File: src/rtl/tape_xport_pkg.sv
package tape_xport_pkg;
    typedef enum logic [1:0] {
        DIR_OFF = 2'd0,
        DIR_FWD = 2'd1,
        DIR_REV = 2'd2
    } dir_e;
endpackage

File: src/rtl/tx_sync.sv
// Multi-stage synchronizer for a bundle of asynchronous levels.
module tx_sync #(
    parameter int W      = 4,
    parameter int STAGES = 2
) (
    input  logic         clk,
    input  logic         rst_n,
    input  logic [W-1:0] async_i,
    output logic [W-1:0] sync_o
);
    logic [STAGES-1:0][W-1:0] stg_d, stg_q;

    always_comb begin
        stg_d[0] = async_i;
        for (int i = 1; i < STAGES; i++) begin
            stg_d[i] = stg_q[i-1];
        end
    end

    always_ff @(posedge clk) begin
        if (!rst_n) stg_q <= '0;
        else        stg_q <= stg_d;
    end

    assign sync_o = stg_q[STAGES-1];
endmodule

File: src/rtl/tx_motor.sv
// Command latch, interlock and motor output stage.
module tx_motor
    import tape_xport_pkg::*;
(
    input  logic clk,
    input  logic rst_n,
    input  logic req_play_fwd,
    input  logic req_play_rev,
    input  logic req_fast_fwd,
    input  logic req_fast_rev,
    input  logic req_stop,
    input  logic sense_s,
    input  logic lead_s,
    output logic mot_fwd_o,
    output logic mot_rev_o,
    output logic mot_fast_o,
    output logic err_o
);
    typedef struct packed {
        dir_e cmd;
        logic cmd_fast;
        dir_e out;
        logic out_fast;
        logic err;
        logic lead_prev;
    } mst_t;

    mst_t st_d, st_q;
    logic any_f, any_r, lead_rise;

    always_comb begin
        any_f     = req_play_fwd | req_fast_fwd;
        any_r     = req_play_rev | req_fast_rev;
        lead_rise = lead_s & ~st_q.lead_prev;
        st_d      = st_q;
        st_d.lead_prev = lead_s;

        if (!sense_s) begin
            st_d.cmd      = DIR_OFF;
            st_d.cmd_fast = 1'b0;
        end else if (req_stop) begin
            st_d.cmd      = DIR_OFF;
            st_d.cmd_fast = 1'b0;
            st_d.err      = 1'b0;
        end else if (any_f && any_r) begin
            st_d.cmd      = DIR_OFF;
            st_d.cmd_fast = 1'b0;
            st_d.err      = 1'b1;
        end else if (any_f) begin
            st_d.cmd      = DIR_FWD;
            st_d.cmd_fast = req_fast_fwd;
            st_d.err      = 1'b0;
        end else if (any_r) begin
            st_d.cmd      = DIR_REV;
            st_d.cmd_fast = req_fast_rev;
            st_d.err      = 1'b0;
        end else if (st_q.cmd != DIR_OFF && lead_rise) begin
            st_d.cmd      = DIR_OFF;
            st_d.cmd_fast = 1'b0;
        end

        // Output stage: insert one idle cycle on a reversal.
        if (st_d.cmd == DIR_OFF) begin
            st_d.out = DIR_OFF;
        end else if (st_q.out != DIR_OFF && st_q.out != st_d.cmd) begin
            st_d.out = DIR_OFF;
        end else begin
            st_d.out = st_d.cmd;
        end
        st_d.out_fast = (st_d.out != DIR_OFF) && st_d.cmd_fast;
    end

    always_ff @(posedge clk) begin
        if (!rst_n) st_q <= '0;
        else        st_q <= st_d;
    end

    assign mot_fwd_o  = (st_q.out == DIR_FWD);
    assign mot_rev_o  = (st_q.out == DIR_REV);
    assign mot_fast_o = st_q.out_fast;
    assign err_o      = st_q.err;
endmodule

File: src/rtl/tx_deser.sv
// Clock-qualified serial capture, MSB first.
module tx_deser #(
    parameter int BW = 8
) (
    input  logic          clk,
    input  logic          rst_n,
    input  logic          ck_s,
    input  logic          dt_s,
    output logic [BW-1:0] byte_o,
    output logic          vld_o
);
    localparam int CW = (BW > 1) ? $clog2(BW) : 1;

    typedef struct packed {
        logic [BW-1:0] sh;
        logic [CW-1:0] cnt;
        logic [BW-1:0] data;
        logic          vld;
        logic          ck_prev;
    } dst_t;

    dst_t st_d, st_q;
    logic [BW-1:0] shifted;

    always_comb begin
        st_d         = st_q;
        st_d.vld     = 1'b0;
        st_d.ck_prev = ck_s;
        shifted      = {st_q.sh[BW-2:0], dt_s};
        if (ck_s && !st_q.ck_prev) begin
            st_d.sh = shifted;
            if (st_q.cnt == CW'(BW - 1)) begin
                st_d.cnt  = '0;
                st_d.data = shifted;
                st_d.vld  = 1'b1;
            end else begin
                st_d.cnt = st_q.cnt + 1'b1;
            end
        end
    end

    always_ff @(posedge clk) begin
        if (!rst_n) st_q <= '0;
        else        st_q <= st_d;
    end

    assign byte_o = st_q.data;
    assign vld_o  = st_q.vld;
endmodule

File: src/rtl/tape_xport.sv
module tape_xport #(
    parameter int BYTE_W      = 8,
    parameter int SYNC_STAGES = 2
) (
    input  logic              clk,
    input  logic              rst_n,
    input  logic              req_play_fwd,
    input  logic              req_play_rev,
    input  logic              req_fast_fwd,
    input  logic              req_fast_rev,
    input  logic              req_stop,
    input  logic              cas_sense_i,
    input  logic              leader_i,
    input  logic              rd_clk_i,
    input  logic              rd_dat_i,
    output logic              mot_fwd_o,
    output logic              mot_rev_o,
    output logic              mot_fast_o,
    output logic              cas_present_o,
    output logic              at_leader_o,
    output logic              ilock_err_o,
    output logic [BYTE_W-1:0] byte_o,
    output logic              byte_vld_o
);
    localparam int NSYNC = 4;

    logic [NSYNC-1:0] syn;

    tx_sync #(.W(NSYNC), .STAGES(SYNC_STAGES)) u_sync (
        .clk     (clk),
        .rst_n   (rst_n),
        .async_i ({rd_dat_i, rd_clk_i, leader_i, cas_sense_i}),
        .sync_o  (syn)
    );

    tx_motor u_motor (
        .clk          (clk),
        .rst_n        (rst_n),
        .req_play_fwd (req_play_fwd),
        .req_play_rev (req_play_rev),
        .req_fast_fwd (req_fast_fwd),
        .req_fast_rev (req_fast_rev),
        .req_stop     (req_stop),
        .sense_s      (syn[0]),
        .lead_s       (syn[1]),
        .mot_fwd_o    (mot_fwd_o),
        .mot_rev_o    (mot_rev_o),
        .mot_fast_o   (mot_fast_o),
        .err_o        (ilock_err_o)
    );

    tx_deser #(.BW(BYTE_W)) u_deser (
        .clk    (clk),
        .rst_n  (rst_n),
        .ck_s   (syn[2]),
        .dt_s   (syn[3]),
        .byte_o (byte_o),
        .vld_o  (byte_vld_o)
    );

    assign cas_present_o = syn[0];
    assign at_leader_o   = syn[1];
endmodule

File: config.mk
export PLATFORM = sky130hd
export DESIGN_NAME = tape_xport
export DESIGN_NICKNAME = d
export VERILOG_FILES = /design/src/rtl/tape_xport_pkg.sv /design/src/rtl/tx_sync.sv /design/src/rtl/tx_motor.sv /design/src/rtl/tx_deser.sv /design/src/rtl/tape_xport.sv
export SDC_FILE = /design/constraint.sdc
export NUM_CORES = 1
export LEC_CHECK = 0
export BUFFER_PORTS_ARGS = -buffer_cell sky130_fd_sc_hd__buf_2
export CAP_MARGIN = 20
export CELL_PAD_IN_SITES_DETAIL_PLACEMENT = 1
export CELL_PAD_IN_SITES_GLOBAL_PLACEMENT = 1
export CORE_UTILIZATION = 41
export DETAILED_ROUTE_END_ITERATION = 12
export PLACE_DENSITY_LB_ADDON = 0.1
export SLEW_MARGIN = 20
export SYNTH_ARGS = -nofsm -noshare
export SYNTH_HDL_FRONTEND = slang
export SYNTH_SLANG_ARGS = --single-unit
File: constraint.sdc
create_clock -name clk -period 1.8 [get_ports clk]
set_input_delay 0.18 -clock clk [delete_from_list [all_inputs] [get_ports clk]]
set_output_delay 0.18 -clock clk [all_outputs]
set_load 0.02 [all_outputs]
==> metrics.txt, run 1 <==
# TYPE chip_impl_metric gauge
chip_impl_metric{name="cellLeakagePower",unit="nW"} 0.6480
chip_impl_metric{name="timing.fmax",unit="MHz"} 699.5
chip_impl_metric{name="die-area",unit="mm2"} 0.003832
chip_impl_metric{name="inserted_clock_buffers",unit=""} 5
chip_impl_metric{name="cts_hold_buffers",unit=""} 0
chip_impl_metric{name="starting_density_of_the_core",unit="%"} 43.41
chip_impl_metric{name="timing_hold_violations_final",unit=""} 0
chip_impl_info{name="critical_path.cell_chain",value="ha_1, ha_1, nand2_2, nand2_1, a21boi_0"} 1
chip_impl_metric{name="hpwlAfterDp",unit="um"} 2107
chip_impl_metric{name="ioPinCount",unit=""} 26
chip_impl_metric{name="seq_power_share",unit="%"} 60.4
chip_impl_info{name="crit_path_frequent_cell",value="ha_1"} 1
chip_impl_metric{name="row_count",unit=""} 21
chip_impl_metric{name="grt_pass1_vias",unit=""} 993
chip_impl_metric{name="final-instance-count-excl-fill",unit=""} 226
chip_impl_metric{name="fin_crit_sh",unit="%"} 79.42
chip_impl_info{name="critPathTopFamily",value="adder cells"} 1
chip_impl_metric{name="drive_above_1_share",unit="%"} 27.22
chip_impl_metric{name="combinational_share_of_power",unit="%"} 5.7
chip_impl_metric{name="grt_first_pass_wirelength",unit="um"} 4519
chip_impl_metric{name="post-route-drc-count",unit=""} 0
chip_impl_metric{name="synth_cell_types",unit=""} 35
chip_impl_info{name="synth_cell_count_leaders",value="dfxtp_1, nand2_1, a21boi_0"} 1
chip_impl_metric{name="avgRoutedWirePerCell",unit="um"} 12.60
chip_impl_metric{name="critPathArrivalTime",unit="ns"} 1.66
chip_impl_metric{name="postCtsSetupRepairBufs",unit=""} 0
chip_impl_metric{name="worst_ir_drop_vdd",unit="mV"} 0.4191
chip_impl_metric{name="clock_power_share",unit="%"} 33.9
chip_impl_metric{name="insertion_delay",unit="ns"} 0.34
chip_impl_metric{name="postSynthRegisterBits",unit=""} 36
chip_impl_metric{name="grt_start_max_net_pins",unit=""} 21
chip_impl_metric{name="cellPowerDensity",unit="mW/mm2"} 820.5
chip_impl_metric{name="min_path_cells",unit=""} 2
chip_impl_info{name="cts_tree",value="yes"} 1
chip_impl_metric{name="number_of_antenna_diodes",unit=""} 0
chip_impl_info{name="ys.flop_type",value="dfxtp_1"} 1
chip_impl_metric{name="dieWidth",unit="um"} 61.91
chip_impl_metric{name="die_height",unit="um"} 61.91
chip_impl_metric{name="cts-htree-levels",unit=""} 2
chip_impl_metric{name="globalRoute.totalOverflow",unit=""} 0
chip_impl_info{name="hold_path.class",value="in2reg"} 1
chip_impl_metric{name="num_vias",unit=""} 1100
chip_impl_metric{name="synth_sequential_area_ratio",unit="%"} 48.98
chip_impl_metric{name="post_drt_via_cell_ratio",unit=""} 4.867
chip_impl_metric{name="antenna_left",unit=""} 0
chip_impl_info{name="run_status",value="finished, final reports clean"} 1
chip_impl_info{name="synth_area_leader_cell",value="dfxtp_1"} 1
chip_impl_info{name="post_synth_main_area_contributors",value="dfxtp_1, a21boi_0, nand2_1, buf_4, and2_1"} 1
chip_impl_metric{name="routed_wirelength",unit="um"} 2848
chip_impl_metric{name="clock_sink_count",unit=""} 36
chip_impl_info{name="setup_repair_after_global_routing_missed_its_margin",value="false"} 1
chip_impl_info{name="cp-end-kind",value="register"} 1
chip_impl_metric{name="dp_slack",unit="ns"} 0.3803
chip_impl_metric{name="synth_fp_nets",unit=""} 172
chip_impl_metric{name="coreArea",unit="mm2"} 0.003390
chip_impl_metric{name="timing.max_cap.violations",unit=""} 0
chip_impl_metric{name="worst_clock_skew",unit="ns"} 0.009448
chip_impl_metric{name="clock_tree.buffer_depth",unit=""} 2
chip_impl_metric{name="count_of_cells_along_the_worst_register_to_register_path",unit=""} 5
chip_impl_metric{name="dr.first_iter.drc_count",unit=""} 36
chip_impl_metric{name="cp_num_buf_inv",unit=""} 0
chip_impl_metric{name="synthesis.instances",unit=""} 159
chip_impl_metric{name="nets",unit=""} 192
chip_impl_info{name="startpoint_type",value="register"} 1
chip_impl_metric{name="reported_net_switching_power",unit="W"} 0.0003205
chip_impl_metric{name="fin_ws",unit="ns"} 0.3705
chip_impl_metric{name="timing.slew.headroom",unit="%"} 68.80
chip_impl_metric{name="asyncSetResetFlopFracSynth",unit="%"} 0
chip_impl_metric{name="flop2flop_setup_slack",unit="ns"} 0.37
chip_impl_metric{name="critPathMaxFanout",unit=""} 11
chip_impl_metric{name="synth_enable_flop_cells",unit=""} 0
chip_impl_metric{name="slew_viol_final",unit=""} 0
chip_impl_metric{name="critical_path_cell_count",unit=""} 5
chip_impl_metric{name="post_cts_resized",unit=""} 0
chip_impl_info{name="worst_setup_path_startpoint",value="u_deser.st_q[10]"} 1
chip_impl_metric{name="netSwitchingFraction",unit="%"} 23.76
chip_impl_info{name="synth_most_common_cell",value="dfxtp_1"} 1
chip_impl_metric{name="antenna_found_initial",unit=""} 0
chip_impl_metric{name="detail_route.first_pass.iterations",unit=""} 4
chip_impl_metric{name="synth.top_cell.area_share",unit="%"} 48.98
chip_impl_info{name="cpMaxStageDelayCell",value="dfxtp_1"} 1
chip_impl_metric{name="mappedNetlistArea",unit="mm2"} 0.001471
chip_impl_metric{name="worst_slew_pin_slew",unit="ns"} 0.4670
chip_impl_metric{name="synthesis.area_per_instance",unit="um2"} 9.254
chip_impl_info{name="cts_root_buffer_type",value="clkbuf_4"} 1
chip_impl_info{name="critPathKind",value="reg2reg"} 1
chip_impl_metric{name="final_util",unit="%"} 48.50
chip_impl_metric{name="globalRouteTotalUtil",unit="%"} 17.19
chip_impl_metric{name="io_buffers",unit=""} 25
chip_impl_metric{name="clk_transition_reported_paths",unit="ns"} 0.11
chip_impl_metric{name="critical_path_required",unit="ns"} 2.03
chip_impl_metric{name="critical_path.max_stage_delay",unit="ns"} 0.39
chip_impl_metric{name="area_delta_synth_final",unit="%"} 11.73
chip_impl_metric{name="cell_internal_pwr",unit="W"} 0.001028
chip_impl_metric{name="yosys_warnings",unit=""} 0
chip_impl_metric{name="final_critical_delay_including_setup_and_external_delays",unit="ns"} 1.430
chip_impl_metric{name="final.setup.tns",unit="ns"} 0
chip_impl_metric{name="placed_cells_incl_taps",unit=""} 218
chip_impl_info{name="timing.hold.worst.start",value="rd_clk_i"} 1
chip_impl_info{name="rr_startpoint",value="u_deser.st_q[10]"} 1
chip_impl_metric{name="setup_violations",unit=""} 0
chip_impl_metric{name="gpl.final_weighted_congestion",unit=""} 0.7782
power groups by stage:
stage / clock (W) / combinational (W) / sequential, W
after floorplan: 0 / 0.0000468 / 0.000834
after global placement: 0 / 0.0000745 / 0.000832
after detailed placement: 0 / 0.0000774 / 0.000833
after CTS: 0.000476 / 0.0000775 / 0.000815
after global routing: 0.000511 / 0.0000845 / 0.000817
final: 0.000458 / 0.0000765 / 0.000815
placed cells by master, fill, tap and decap left out, types with 2 or more instances in the layout:
master    instances
and2_4            2
nand2_2           2
ha_1              2
nor2b_1           4
dfxtp_1          36
a21oi_2           2
nor2_1            4
a21boi_0         17
buf_4             3
clkinv_2          2
nor2_2            2
and3_1            2
nand2_1          28
nand3_1          10
buf_2            25
clkbuf_4          5
and2_1           11
inv_1             2
nand2b_1          2
sequential cells by signal, summed over array words and instances (netlist names):
register	flops
u_deser.byte_o	8
u_deser.shifted	7
u_motor.st_q	6
u_deser.st_q	4
u_sync.stg_d	4
u_sync.sync_o	4
u_deser.vld_o	1
u_motor.err_o	1
u_motor.mot_fast_o	1
cells by family after synthesis:
group	Yosys count	synth area share, %
and+or+nand+nor	75	26.96
DFF	36	48.98
AOI/OAI and AO/OA	27	14.20
buffers and inverters	17	6.888
adders and majority gates	2	1.700
xor gates and xnor gates	1	0.5953
muxes	1	0.6803
routing by layer:
metal,routed length (um),up-vias,track usage [%]
met5,0,-,0
met1,1401,518,22.07
met4,36,0,6.667
met3,119,4,7.867
met2,1291,21,25.19
li1,-,557,-
cell type report:
type                       instances  area [um2]
clock buffer                       6       51.30
clock inverter                     2       10.01
multi-input combinational        106       649.4
sequential                        36       720.7
timing repair buffer              28       147.6
inverter                           2       7.507
tap                               46       57.56
fill                             416        1745
through the flow:
step                power [W]  cell area, um2  hold WS (ns)
detailed placement  0.0009106            1583        0.3927
CTS                  0.001368            1644       0.02288
global route         0.001413            1644       0.01549
finish               0.001349            1644       0.03414
floorplan           0.0008809            1471        0.3073
global placement    0.0009067            1583        0.3845
worst paths after layout:
kind                             to
hold reg to reg    u_sync.sync_o[2]
setup reg to reg  u_deser.byte_o[3]
setup / recovery  u_deser.byte_o[3]
hold / removal      u_sync.stg_d[6]
(Power assumes the default switching activity.)
==> run 2, diff against run 1 <==
==> constraint.sdc (replaced) <==
create_clock -name clk -period 1.4 [get_ports clk]
set_input_delay 0.14 -clock clk [delete_from_list [all_inputs] [get_ports clk]]
set_output_delay 0.14 -clock clk [all_outputs]
set_load 0.02 [all_outputs]
==> run 2 against run 1 <==
Final cell count decreased by 0.88%. Register-to-register slack got worse by 0.29 ns. Worst setup slack got worse by 0.29 ns. First-iteration DRC count increased by 53%. Clock-buffer cell count increased by 2. Clock power increased by 23%. Global-route usage decreased by 0.35 points. Combinational power increased by 29%. Wire length decreased by 1.3%. Highest routed layer unchanged.
==> metrics.txt, run 2 (same netlist as run 1, synthesis figures left out) <==
# TYPE chip_impl_metric gauge
chip_impl_metric{name="critical_path.max_stage_delay",unit="ns"} 0.37
chip_impl_metric{name="setup_violations",unit=""} 0
chip_impl_metric{name="gpl.final_weighted_congestion",unit=""} 0.7548
chip_impl_metric{name="area_delta_synth_final",unit="%"} 12.24
chip_impl_metric{name="die_height",unit="um"} 61.91
chip_impl_metric{name="fin_crit_sh",unit="%"} 93.98
chip_impl_metric{name="grt_pass1_vias",unit=""} 1016
chip_impl_metric{name="fin_worst_hold_slack",unit="ns"} 0.01876
chip_impl_metric{name="inserted_clock_buffers",unit=""} 5
chip_impl_metric{name="dr.first_iter.drc_count",unit=""} 55
chip_impl_metric{name="clock_sink_count",unit=""} 36
chip_impl_metric{name="clk_transition_reported_paths",unit="ns"} 0.10
chip_impl_info{name="worst_setup_path_startpoint",value="u_sync.sync_o[0]"} 1
chip_impl_metric{name="reported_net_switching_power",unit="W"} 0.0003767
chip_impl_metric{name="timing.fmax",unit="MHz"} 760.1
chip_impl_metric{name="p_total",unit="W"} 0.001707
chip_impl_metric{name="die-area",unit="mm2"} 0.003832
chip_impl_metric{name="number_of_antenna_diodes",unit=""} 0
chip_impl_metric{name="insertion_delay",unit="ns"} 0.33
chip_impl_metric{name="netSwitchingFraction",unit="%"} 22.06
chip_impl_metric{name="fin_ws",unit="ns"} 0.08432
chip_impl_metric{name="grt_first_pass_wirelength",unit="um"} 4540
chip_impl_metric{name="num_vias",unit=""} 1069
chip_impl_info{name="critPathKind",value="reg2reg"} 1
chip_impl_metric{name="dieWidth",unit="um"} 61.91
chip_impl_info{name="cts_tree",value="yes"} 1
chip_impl_metric{name="clock_power_share",unit="%"} 32.9
chip_impl_metric{name="grt_start_max_net_pins",unit=""} 34
chip_impl_metric{name="grt_util_met1",unit="%"} 20.76
chip_impl_metric{name="critPathMaxFanout",unit=""} 5
chip_impl_info{name="layout.cells.most_common",value="dfxtp_1"} 1
chip_impl_metric{name="cp_num_buf_inv",unit=""} 0
chip_impl_metric{name="drive_above_1_share",unit="%"} 25.84
chip_impl_metric{name="globalRouteTotalUtil",unit="%"} 16.84
chip_impl_info{name="cp-end-kind",value="register"} 1
chip_impl_metric{name="avgRoutedWirePerCell",unit="um"} 12.55
chip_impl_metric{name="critical_path_required",unit="ns"} 1.63
chip_impl_info{name="cts_root_buffer_type",value="clkbuf_4"} 1
chip_impl_metric{name="antenna_left",unit=""} 0
chip_impl_metric{name="coreArea",unit="mm2"} 0.003390
chip_impl_metric{name="cts-htree-levels",unit=""} 2
chip_impl_info{name="critical_path.cell_chain",value="nor2b_4, nand2_1, or3_1, nand4_1, o21ai_1"} 1
chip_impl_metric{name="clock_tree.buffer_depth",unit=""} 2
chip_impl_info{name="hold_path.class",value="in2reg"} 1
chip_impl_metric{name="globalRoute.totalOverflow",unit=""} 0
chip_impl_metric{name="io_buffers",unit=""} 25
chip_impl_metric{name="post-route-drc-count",unit=""} 0
chip_impl_metric{name="seq_power_share",unit="%"} 61.3
chip_impl_info{name="mostFrequentLayoutCells",value="dfxtp_1, nand2_1, buf_2"} 1
chip_impl_metric{name="combinational_share_of_power",unit="%"} 5.8
chip_impl_info{name="cpMaxStageDelayCell",value="dfxtp_1"} 1
chip_impl_metric{name="routed_wirelength",unit="um"} 2811
chip_impl_metric{name="cell_internal_pwr",unit="W"} 0.001331
chip_impl_metric{name="largest_register_ffs",unit=""} 8
chip_impl_metric{name="ioPinCount",unit=""} 26
chip_impl_metric{name="worst_clock_skew",unit="ns"} 0.008391
chip_impl_info{name="critPathTopFamily",value="simple AND/OR/NAND/NOR gates"} 1
chip_impl_metric{name="cellPowerDensity",unit="mW/mm2"} 1034
chip_impl_metric{name="detail_route.first_pass.iterations",unit=""} 4
chip_impl_metric{name="hpwlAfterDp",unit="um"} 2099
chip_impl_info{name="setup_repair_after_global_routing_missed_its_margin",value="false"} 1
chip_impl_metric{name="worst_ir_drop_vdd",unit="mV"} 0.7403
chip_impl_metric{name="gr-usage-met2",unit="%"} 27.65
chip_impl_metric{name="starting_density_of_the_core",unit="%"} 43.41
chip_impl_info{name="grt_most_used_layer",value="met2"} 1
chip_impl_metric{name="antenna_found_initial",unit=""} 0
chip_impl_metric{name="cellLeakagePower",unit="nW"} 0.6325
chip_impl_info{name="rr_startpoint",value="u_sync.sync_o[0]"} 1
chip_impl_metric{name="nFillCells",unit=""} 412
chip_impl_metric{name="nets",unit=""} 190
chip_impl_metric{name="row_count",unit=""} 21
chip_impl_metric{name="timing.max_cap.violations",unit=""} 0
chip_impl_metric{name="dp_slack",unit="ns"} -0.01471
chip_impl_metric{name="final_critical_delay_including_setup_and_external_delays",unit="ns"} 1.316
chip_impl_metric{name="slew_viol_final",unit=""} 0
chip_impl_metric{name="met3_global_route_usage",unit="%"} 6.211
chip_impl_metric{name="postCtsSetupRepairBufs",unit=""} 0
chip_impl_metric{name="timing_hold_violations_final",unit=""} 0
chip_impl_info{name="startpoint_type",value="register"} 1
chip_impl_metric{name="worst_slew_pin_slew",unit="ns"} 0.4342
chip_impl_metric{name="critPathArrivalTime",unit="ns"} 1.54
chip_impl_info{name="run_status",value="finished, final reports clean"} 1
chip_impl_metric{name="timing.slew.headroom",unit="%"} 71.05
chip_impl_info{name="timing.hold.worst.start",value="leader_i"} 1
chip_impl_metric{name="post_drt_via_cell_ratio",unit=""} 4.772
chip_impl_metric{name="final.setup.tns",unit="ns"} 0
run 2: final cells by class:
cell class              instances  area, um2  area share [%]
clock buffers                   8      58.81           3.561
repair buffers                 26      145.1           8.788
flip-flops and latches         36      720.7           43.64
inverters                       2      7.507          0.4545
multi-input cells             106      661.9           40.08
well taps                      46      57.56           3.485
run 2: path summary, 6_finish.rpt:
kind	end	slack (ns)	depth (start not counted)
setup / recovery	u_motor.mot_fast_o	0.08	5
hold / removal	u_sync.stg_d[5]	0.02	2
setup reg to reg	u_motor.mot_fast_o	0.08	5
hold reg to reg	u_sync.sync_o[3]	0.43	1
run 2: per-layer routing:
| layer | share of wire [%] | wire length, um |
|---|---|---|
| met4 | 0.89 | 25 |
| met3 | 3.2 | 90 |
| met5 | 0 | 0 |
| met1 | 47 | 1332 |
| met2 | 48 | 1363 |
run 2: timing repair:
action | CTS | global route
resized for setup | 1 | 1
setup endpoints to repair | 8 | 2
hold buffers | 0 | 0
run 2: power groups by stage:
stage	logic, W	clock network [W]	registers, W
finish	0.0000984	0.000562	0.00105
global route	0.000109	0.000637	0.00105
CTS	0.000100	0.000592	0.00105
detailed placement	0.0000998	0	0.00107
global placement	0.0000943	0	0.00107
floorplan	0.0000602	0	0.00107
run 2: metrics by stage:
step                area [um2]  instances  util, %
CTS                       1642        224    48.43
global placement          1580        216    46.62
floorplan                 1471        159        -
finish                    1652        224    48.73
detailed placement        1580        216    46.62
global route              1652        224    48.73
